[config.mk]
export PLATFORM = sky130hd
export DESIGN_NAME = enc_regs
export DESIGN_NICKNAME = d
export VERILOG_FILES = /design/src/rtl/enc_regs_pkg.sv /design/src/rtl/enc_regs_dec.sv /design/src/rtl/enc_regs_region.sv /design/src/rtl/enc_regs.sv
export SDC_FILE = /design/constraint.sdc
export NUM_CORES = 1
export LEC_CHECK = 0
export BUFFER_PORTS_ARGS = -buffer_cell sky130_fd_sc_hd__buf_2
export CORE_MARGIN = 4
export CORE_UTILIZATION = 54
export DETAILED_ROUTE_END_ITERATION = 10
export PLACE_DENSITY = 0.86
export RECOVER_POWER = 50
export SYNTH_ARGS = -nofsm -noshare
export SYNTH_HDL_FRONTEND = slang
export SYNTH_SLANG_ARGS = --single-unit
[constraint.sdc]
create_clock -name clk -period 2 [get_ports clk]
set_clock_uncertainty 0.15 [all_clocks]
set_input_delay 0.2 -clock clk [delete_from_list [all_inputs] [get_ports clk]]
set_output_delay 0.2 -clock clk [all_outputs]
set_load 0.1 [all_outputs]
[src/rtl/enc_regs_pkg.sv]
package enc_regs_pkg;

    localparam logic [7:0] A_EN       = 8'h00;
    localparam logic [7:0] A_MASK_LO  = 8'h01;
    localparam logic [7:0] A_MASK_HI  = 8'h02;
    localparam logic [7:0] A_LOCK     = 8'h03;
    localparam logic [7:0] A_ERR      = 8'h04;
    localparam logic [7:0] A_REG_BASE = 8'h10;

    localparam int LOCK_W        = 9;
    localparam int MASK_LOCK_BIT = 8;

    typedef enum logic [2:0] {
        SEL_NONE,
        SEL_EN,
        SEL_MLO,
        SEL_MHI,
        SEL_LOCK,
        SEL_ERR,
        SEL_REG
    } sel_e;

    typedef enum logic [1:0] {
        FLD_BASE = 2'd0,
        FLD_SREN = 2'd1,
        FLD_IVLO = 2'd2,
        FLD_IVHI = 2'd3
    } fld_e;

endpackage

[src/rtl/enc_regs_dec.sv]
module enc_regs_dec
    import enc_regs_pkg::*;
#(
    parameter int ADDR_W      = 8,
    parameter int NUM_REGIONS = 3,
    parameter int IDX_W       = 2
) (
    input  logic [ADDR_W-1:0] addr,
    output sel_e              sel,
    output fld_e              fld,
    output logic [IDX_W-1:0]  ridx
);

    logic [ADDR_W-1:0] offs;
    logic [ADDR_W-1:0] widx;

    always_comb begin
        offs = addr - ADDR_W'(A_REG_BASE);
        widx = offs >> 2;
        sel  = SEL_NONE;
        fld  = fld_e'(addr[1:0]);
        ridx = '0;
        if (addr == ADDR_W'(A_EN)) begin
            sel = SEL_EN;
        end else if (addr == ADDR_W'(A_MASK_LO)) begin
            sel = SEL_MLO;
        end else if (addr == ADDR_W'(A_MASK_HI)) begin
            sel = SEL_MHI;
        end else if (addr == ADDR_W'(A_LOCK)) begin
            sel = SEL_LOCK;
        end else if (addr == ADDR_W'(A_ERR)) begin
            sel = SEL_ERR;
        end else if (addr >= ADDR_W'(A_REG_BASE) && widx < ADDR_W'(NUM_REGIONS)) begin
            sel  = SEL_REG;
            ridx = IDX_W'(widx);
        end
    end

endmodule

[src/rtl/enc_regs_region.sv]
module enc_regs_region
    import enc_regs_pkg::*;
#(
    parameter int DATA_W = 32
) (
    input  logic                clk,
    input  logic                rst_n,
    input  logic                wr,
    input  fld_e                fld,
    input  logic [DATA_W-1:0]   wdata,
    input  logic                locked,
    output logic [DATA_W-1:0]   base,
    output logic [DATA_W-1:0]   sren,
    output logic [2*DATA_W-1:0] iv
);

    typedef struct packed {
        logic [DATA_W-1:0] base;
        logic [DATA_W-1:0] sren;
        logic [DATA_W-1:0] iv_lo;
        logic [DATA_W-1:0] iv_hi;
    } reg_s;

    reg_s s_d, s_q;

    always_comb begin
        s_d = s_q;
        if (wr && !locked) begin
            case (fld)
                FLD_BASE: s_d.base  = wdata;
                FLD_SREN: s_d.sren  = wdata;
                FLD_IVLO: s_d.iv_lo = wdata;
                FLD_IVHI: s_d.iv_hi = wdata;
                default:  s_d = s_q;
            endcase
        end
    end

    always_ff @(posedge clk or negedge rst_n) begin
        if (!rst_n) begin
            s_q <= '0;
        end else begin
            s_q <= s_d;
        end
    end

    assign base = s_q.base;
    assign sren = s_q.sren;
    assign iv   = {s_q.iv_hi, s_q.iv_lo};

endmodule

[src/rtl/enc_regs.sv]
module enc_regs
    import enc_regs_pkg::*;
#(
    parameter int ADDR_W      = 8,
    parameter int DATA_W      = 32,
    parameter int NUM_REGIONS = 3
) (
    input  logic                            clk,
    input  logic                            rst_n,
    input  logic                            wr_en,
    input  logic                            rd_en,
    input  logic [ADDR_W-1:0]               addr,
    input  logic [DATA_W-1:0]               wdata,
    output logic [DATA_W-1:0]               rd_data,
    output logic                            enc_en,
    output logic [2*DATA_W-1:0]             data_mask,
    output logic [LOCK_W-1:0]               lock_bits,
    output logic [NUM_REGIONS*DATA_W-1:0]   region_base,
    output logic [NUM_REGIONS*DATA_W-1:0]   region_sren,
    output logic [NUM_REGIONS*2*DATA_W-1:0] region_iv
);

    localparam int IDX_W = (NUM_REGIONS > 1) ? $clog2(NUM_REGIONS) : 1;
    localparam logic [LOCK_W-1:0] LOCK_VALID =
        LOCK_W'(1 << MASK_LOCK_BIT) | LOCK_W'((1 << NUM_REGIONS) - 1);

    typedef struct packed {
        logic              en;
        logic [DATA_W-1:0] mask_lo;
        logic [DATA_W-1:0] mask_hi;
        logic [LOCK_W-1:0] lock;
        logic [DATA_W-1:0] err;
        logic [DATA_W-1:0] rdata;
    } ctl_s;

    ctl_s c_d, c_q;

    sel_e             sel;
    fld_e             fld;
    logic [IDX_W-1:0] ridx;

    enc_regs_dec #(
        .ADDR_W      (ADDR_W),
        .NUM_REGIONS (NUM_REGIONS),
        .IDX_W       (IDX_W)
    ) u_dec (
        .addr (addr),
        .sel  (sel),
        .fld  (fld),
        .ridx (ridx)
    );

    logic [DATA_W-1:0]   rb [NUM_REGIONS];
    logic [DATA_W-1:0]   rs [NUM_REGIONS];
    logic [2*DATA_W-1:0] ri [NUM_REGIONS];

    for (genvar r = 0; r < NUM_REGIONS; r++) begin : g_region
        logic reg_wr;
        assign reg_wr = wr_en && (sel == SEL_REG) && (ridx == IDX_W'(r));

        enc_regs_region #(
            .DATA_W (DATA_W)
        ) u_region (
            .clk    (clk),
            .rst_n  (rst_n),
            .wr     (reg_wr),
            .fld    (fld),
            .wdata  (wdata),
            .locked (c_q.lock[r]),
            .base   (rb[r]),
            .sren   (rs[r]),
            .iv     (ri[r])
        );

        assign region_base[r*DATA_W +: DATA_W]     = rb[r];
        assign region_sren[r*DATA_W +: DATA_W]     = rs[r];
        assign region_iv[r*2*DATA_W +: 2*DATA_W]   = ri[r];
    end

    logic [DATA_W-1:0] rd_val;

    always_comb begin
        rd_val = '0;
        case (sel)
            SEL_EN:   rd_val = DATA_W'(c_q.en);
            SEL_MLO:  rd_val = c_q.mask_lo;
            SEL_MHI:  rd_val = c_q.mask_hi;
            SEL_LOCK: rd_val = DATA_W'(c_q.lock);
            SEL_ERR:  rd_val = c_q.err;
            SEL_REG: begin
                case (fld)
                    FLD_BASE: rd_val = rb[ridx];
                    FLD_SREN: rd_val = rs[ridx];
                    FLD_IVLO: rd_val = ri[ridx][DATA_W-1:0];
                    FLD_IVHI: rd_val = ri[ridx][2*DATA_W-1:DATA_W];
                    default:  rd_val = '0;
                endcase
            end
            default:  rd_val = '0;
        endcase
    end

    always_comb begin
        c_d = c_q;
        if (wr_en) begin
            case (sel)
                SEL_EN:   c_d.en = wdata[0];
                SEL_MLO:  if (!c_q.lock[MASK_LOCK_BIT]) c_d.mask_lo = wdata;
                SEL_MHI:  if (!c_q.lock[MASK_LOCK_BIT]) c_d.mask_hi = wdata;
                SEL_LOCK: c_d.lock = c_q.lock | (wdata[LOCK_W-1:0] & LOCK_VALID);
                SEL_ERR:  if (wdata == '0) c_d.err = '0;
                SEL_NONE: c_d.err[0] = 1'b1;
                default:  c_d.en = c_q.en;
            endcase
        end
        if (rd_en) begin
            c_d.rdata = rd_val;
            if (sel == SEL_NONE) begin
                c_d.err[0] = 1'b1;
            end
        end
    end

    always_ff @(posedge clk or negedge rst_n) begin
        if (!rst_n) begin
            c_q <= '0;
        end else begin
            c_q <= c_d;
        end
    end

    logic [DATA_W-1:0] err_q;
    logic              unmapped;

    assign err_q     = c_q.err;
    assign unmapped  = (sel == SEL_NONE);
    assign rd_data   = c_q.rdata;
    assign enc_en    = c_q.en;
    assign data_mask = {c_q.mask_hi, c_q.mask_lo};
    assign lock_bits = c_q.lock;

endmodule

==> flow_summary.json, run 1 <==
{
  "drv_cap": 0,
  "cts_max_level": 2,
  "drtIter0Drc": 2330,
  "p_comb_share_pct": 21.4,
  "start_util_pct": 54.8,
  "power.share.clock_pct": 38.2,
  "post_cts_buffers": 0,
  "min-delay-start": "wdata[2]",
  "critPathLaunchType": "flop",
  "synth_top_cell_by_area": "dfrtp_1",
  "synth.avg_cell_area_sq_um": 13.1,
  "finalCriticalPeriod_ns": 1.99,
  "drt-vias-per-instance": 6.74,
  "hold_violations": 0,
  "p_seq_share_pct": 40.4,
  "ant_nets": 0,
  "seq_area_frac_synth_pct": 55.6,
  "cts_buffers": 49,
  "grt_pass1_wl_mm": 129,
  "synth-seq-cells": 486,
  "wl_per_cell_microns": 30.8,
  "grt_max_degree": 75,
  "die_w_microns": 209,
  "cts_tree": "done",
  "path_cells": "buf_2",
  "cp_num_buf_inv": 1,
  "worstPathRequired_ns": 1.65,
  "hp-class": "in -> reg",
  "switching_share_pct": 34.4,
  "drc": 0,
  "core_sq_mm": 0.0399,
  "row_count": 73,
  "r2r_start": "lock_bits[1]",
  "whs_ns": 0.0289,
  "clkTransAtPathRegs_ns": 0.06,
  "worstHoldEndpoint": "lock_bits[2]",
  "synth_edf_count": 0,
  "power.total_uw": 26600,
  "slew_violations": 0,
  "yosysWarningCount": 0,
  "die_y_microns": 209,
  "ys.flop_type": "dfrtp_1",
  "cts.sinks": 486,
  "syn-cell-area_sq_mm": 0.0219,
  "r2r-end": "g_region[1].u_region.base[28]",
  "cts_root_buffer": "clkbuf_16",
  "worst_pin_slew_ns": 0.965,
  "status": "completed",
  "dp_hpwl_mm": 60.4,
  "p_per_area_mw_per_mm2": 941,
  "port_buffers": 528,
  "crit_family": "buffers and inverters",
  "overflow": 0,
  "io-pin-count": 534,
  "ir_worst_vdd_mv": 0.685,
  "fin_setup_tns_ns": 0,
  "arrival_ns": 1.64,
  "fin_util_pct": 70.8,
  "drive_gt1_share_pct": 53.6,
  "die_area_sq_mm": 0.0438,
  "vias": 19186,
  "fin_crit_sh_pct": 99.7,
  "reg2reg_slack_ns": 0.19,
  "end_kind": "primary output",
  "synth_area_leaders": "dfrtp_1 (56%), mux2_2 (23%), a22oi_1 (3.1%)",
  "p_int_uw": 17400,
  "grt_usage_pct": 38.7,
  "setup_viol": 0,
  "worstRegToRegCells": 5,
  "grt_setup_unrepaired": "false",
  "cp_slowest_cell": "buf_2",
  "nFillCells": 2668,
  "insertion_delay_ns": 0.59,
  "synth_top_area_share_pct": 55.6,
  "grt_pass1_vias": 20013,
  "area_growth_syn_to_layout_pct": 29.2,
  "critical_path_class": "reg -> out",
  "max_clock_freq_mhz": 501,
  "critPathMaxStageDelay_ns": 0.53,
  "hold_depth": 3,
  "syn_inst": 1668,
  "antenna_found_initial": 4,
  "placedInstanceArea_sq_mm": 0.0263,
  "p_switching_uw": 9150,
  "final_area_sq_mm": 0.0282,
  "first_pass_iters": 6,
  "cp_max_fo": 3,
  "clockBufferDepth": 3,
  "synth_cell_types": 52,
  "drt-total-wl_mm": 87.8,
  "p_leak_uw": 0.0151,
  "nNetsFinal": 2321,
  "synthArstFlopShare_pct": 100,
  "gp_congestion": 0.967,
  "slew-limit-headroom_pct": 35.7
}
-- routing by layer --
layer  global-route usage, %  share of wire (%)  vias to the layer above
met5                       0                  0                        -
met4                    24.0                7.4                        0
met3                    10.2                 12                      457
met2                    60.6                 46                     1624
met1                    48.1                 35                     9570
li1                        -                  -                     7535
-- cell type report --
class	instances	area, sq um	area share, %
Clock buffer	70	1460	5.16
Multi-Input combinational cell	1007	9020	31.9
Tap cell	525	657	2.33
Sequential cell	486	12200	43.1
Clock inverter	21	319	1.13
Timing Repair Buffer	720	4560	16.2
Antenna cell	5	12.5	0.0443
Inverter	13	48.8	0.173
-- worst max path at each step --
stage / cells past startpoint / to / from
finish: 1 / rd_data[31] / rd_data[31]
global route: 6 / err_q[0] / wdata[7]
CTS: 6 / err_q[0] / wdata[7]
detailed placement: 7 / err_q[0] / wdata[29]
global placement: 7 / err_q[0] / wdata[29]
floorplan: 5 / data_mask[11] / addr[5]
-- layout by cell type (no fill, tap or decap), types with 29 or more instances in the layout --
cell,instances
dfrtp_1,485
mux2_2,438
buf_2,404
clkbuf_2,135
buf_4,101
a22oi_1,91
o21ai_0,58
a21oi_1,51
clkbuf_16,51
nand3_1,38
nand2_1,36
buf_12,35
dlygate4sd3_1,34
a221o_1,30
a22o_1,29
-- cell families (layout without fill, tap and decap cells) --
family / after synthesis / in the layout / share of synthesized area, %
compound gates: 403 / 403 / 13.7
xor+xnor: 1 / 1 / 0.0401
buf+inv: 179 / 824 / 3.64
flops: 486 / 486 / 55.6
mux: 453 / 453 / 23.4
other cells: 1 / 10 / 0.0172
simple gates: 145 / 145 / 3.55
-- through the flow --
step                      setup WS, ns  std cells
after floorplan                -0.0183       1672
after global placement          -0.269       2716
after detailed placement        -0.360       2716
after CTS                       0.0101       2842
after global routing            0.0103       2846
final                          0.00546       2847
-- synthesized netlist by cell type, types with 13 or more instances --
library cell  number
mux2_2           441
o31ai_1           26
a2bb2oi_1         16
a211o_1           16
a21oi_1           51
and3_1            17
a22oi_1           91
nand2_1           49
dfrtp_1          486
o21ai_0           58
clkbuf_1          87
buf_2             60
a32o_1            26
a221o_1           30
a22o_1            29
nand3_1           38
a31oi_1           13
buf_4             13
a2111oi_0         16
-- sequential cells by signal, indices dropped and copies added, names as in the netlist --
register,flops
g_region.u_region.iv,192
g_region.u_region.base,96
g_region.u_region.sren,96
data_mask,64
rd_data,32
lock_bits,4
enc_en,1
err_q,1
-- worst register-to-register path: stages, from the launching register on --
cell	delay, ns
dfrtp_1	0.42
nor3_2	0.20
buf_4	0.16
nand2_1	0.12
clkbuf_2	0.30
mux2_2	0.34
-- power groups by stage --
stage	combinational [uW]	sequential (uW)	clock (uW)
6_report	5700	10700	10100
5_1_grt	5840	10800	10500
4_1_cts	5710	10700	10100
3_5_place_dp	5620	10900	0
3_3_place_gp	5540	10800	0
2_1_floorplan	954	14000	0
-- repair_timing --
item / 4_1_cts / 5_1_grt
gates resized for setup: 0 / 1
endpoints found under the hold margin: 891 / 0
hold buffers: 35 / 0
endpoints found under the setup margin: 0 / 1
No activity file was read; power rests on OpenSTA's default activity.
==> run 2: changes to the inputs <==
Clock period 2 ns to 1.9 ns, I/O delays scaled along.
==> flow_summary.json, run 2 (synthesis results as in run 1) <==
{
  "p_leak_uw": 0.0151,
  "drive_gt1_share_pct": 53.5,
  "p_int_uw": 17500,
  "largest_reg_flops": 192,
  "hold_depth": 5,
  "antenna_found_initial": 3,
  "end_kind": "flop",
  "drv_cap": 0,
  "grt_usage_pct": 39.2,
  "die_w_microns": 209,
  "cp_slowest_cell": "dlygate4sd3_1",
  "vias": 19265,
  "dr_wl_met2_mm": 39.8,
  "cts_tree": "done",
  "worstPathRequired_ns": 2.19,
  "arrival_ns": 2.19,
  "reg2reg_slack_ns": 0.12,
  "hp-class": "in -> reg",
  "die_y_microns": 209,
  "grt_pass1_wl_mm": 130,
  "worstHoldEndpoint": "err_q[0]",
  "status": "completed",
  "r2r_start": "lock_bits[0]",
  "gp_congestion": 0.938,
  "io-pin-count": 534,
  "start_util_pct": 54.8,
  "insertion_delay_ns": 0.61,
  "critPathLaunchType": "primary input",
  "slew_violations": 0,
  "dp_hpwl_mm": 59.7,
  "cts.sinks": 486,
  "nNetsFinal": 2324,
  "p_per_area_mw_per_mm2": 960,
  "final_cell_mix": "buf_2 (489), dfrtp_1 (479), mux2_2 (439)",
  "drtIter0Drc": 2432,
  "ant_nets": 0,
  "worst_pin_slew_ns": 0.933,
  "final_common_cell": "buf_2",
  "drt-total-wl_mm": 88.1,
  "clkTransAtPathRegs_ns": 0.06,
  "finalCriticalPeriod_ns": 1.90,
  "core_sq_mm": 0.0399,
  "p_comb_share_pct": 22.3,
  "area_growth_syn_to_layout_pct": 28.6,
  "met3_wirelength_mm": 10.9,
  "power.total_uw": 27000,
  "grt_pass1_vias": 20413,
  "grt_max_degree": 76,
  "p_switching_uw": 9530,
  "fin_crit_sh_pct": 99.9,
  "r2r-end": "rd_data[0]",
  "met1_length_mm": 29.8,
  "wl_per_cell_microns": 31.0,
  "crit_cells": 6,
  "cp_max_fo": 27,
  "hold_violations": 0,
  "min-delay-start": "wdata[11]",
  "port_buffers": 528,
  "placedInstanceArea_sq_mm": 0.0264,
  "crit_family": "buffers and inverters",
  "clockBufferDepth": 3,
  "max_clock_freq_mhz": 527,
  "cp_num_buf_inv": 4,
  "die_area_sq_mm": 0.0438,
  "ir_worst_vdd_mv": 0.776,
  "critPathMaxStageDelay_ns": 0.54,
  "post_cts_buffers": 0,
  "cts_root_buffer": "clkbuf_16",
  "overflow": 0,
  "p_seq_share_pct": 41.9,
  "slew-limit-headroom_pct": 37.8,
  "row_count": 73,
  "first_pass_iters": 6,
  "cts_buffers": 50,
  "top_layer": "met4",
  "setup_viol": 0,
  "drc": 0,
  "switching_share_pct": 35.3,
  "cts_max_level": 2,
  "power.share.clock_pct": 35.8,
  "final_area_sq_mm": 0.0281,
  "worstRegToRegCells": 3,
  "drt-vias-per-instance": 6.78,
  "path_cells": "dlygate4sd3_1, clkbuf_2, clkinv_1, buf_4, a221oi_1, o32ai_1",
  "critical_path_class": "in -> reg"
}
## run 2: cell count changes in the layout (fill, tap and decap cells not counted), moves of 2 or more
| cell | before | now |
|---|---|---|
| dlygate4sd3_1 | 34 | 36 |
| nor3_2 | 5 | 3 |
| dfrtp_2 | 1 | 7 |
| clkbuf_1 | 15 | 19 |
| clkbuf_2 | 135 | 44 |
| diode_2 | 5 | 3 |
| clkinv_2 | 9 | 7 |
| mux2_1 | 14 | 12 |
| buf_6 | 3 | 7 |
| buf_2 | 404 | 489 |
| dfrtp_1 | 485 | 479 |
| buf_4 | 101 | 99 |
| clkbuf_4 | 1 | 5 |
| bufinv_16 | 8 | 2 |
## run 2: final cells by class
cell class,instances,area [sq um]
fillers,2636,11800
flip-flops and latches,486,12200
well taps,525,657
multi-input cells,1007,9030
clock inverters,12,129
clock buffers,74,1450
repair buffers,722,4630
inverters,13,48.8
diodes,3,7.51
## run 2: through the flow
step	setup slack [ns]	TNS, ns	hold WS [ns]	utilization, %	instances
global placement	-0.357	-109.86	-0.00577	66.2	2716
global route	-0.00355	-0.00355	0.0574	70.5	2841
finish	0.00270	0	0.0246	70.5	2842
CTS	0.00959	0	0.0462	71.2	2839
floorplan	-0.0815	-5.83	-0.256	-	1672
detailed placement	-0.438	-120.87	-0.00776	66.2	2716
## run 2: timing repair
action / in CTS / in global routing
setup endpoints to repair: 1 / 2
endpoints found under the hold margin: 939 / 0
resized for setup: 1 / 4
hold buffers: 37 / 0
## run 2: per-layer routing
metal / global-route usage, % / vias up
met3: 12.9 / 520
met5: 0 / -
met2: 60.5 / 1668
li1: - / 7532
met4: 26.5 / 0
met1: 46.9 / 9545
## run 2: power by group through the flow
stage	logic (uW)	registers (uW)	clock network, uW
finish	6030	11300	9660
floorplan	1020	14800	0
detailed placement	5940	11400	0
CTS	6040	11300	9690
global route	6190	11300	10100
global placement	5870	11400	0
## run 2: worst max-delay path by stage
stage                                      from       endpoint  slack, ns
floorplan                               addr[7]  data_mask[53]      -0.08
global placement                       wdata[2]       err_q[0]      -0.36
detailed placement                      addr[5]    rd_data[28]      -0.44
CTS                                   wdata[10]       err_q[0]       0.01
global route        g_region[0].u_region.iv[63]  region_iv[63]     -0.004
finish                                    rd_en     rd_data[0]      0.003
## run 2: tightest hold or removal path, cell delays in order
cell	delay, ns
buf_2	0.09
or4_1	0.16
or4_4	0.17
o21ai_2	0.06
nand2_1	0.05
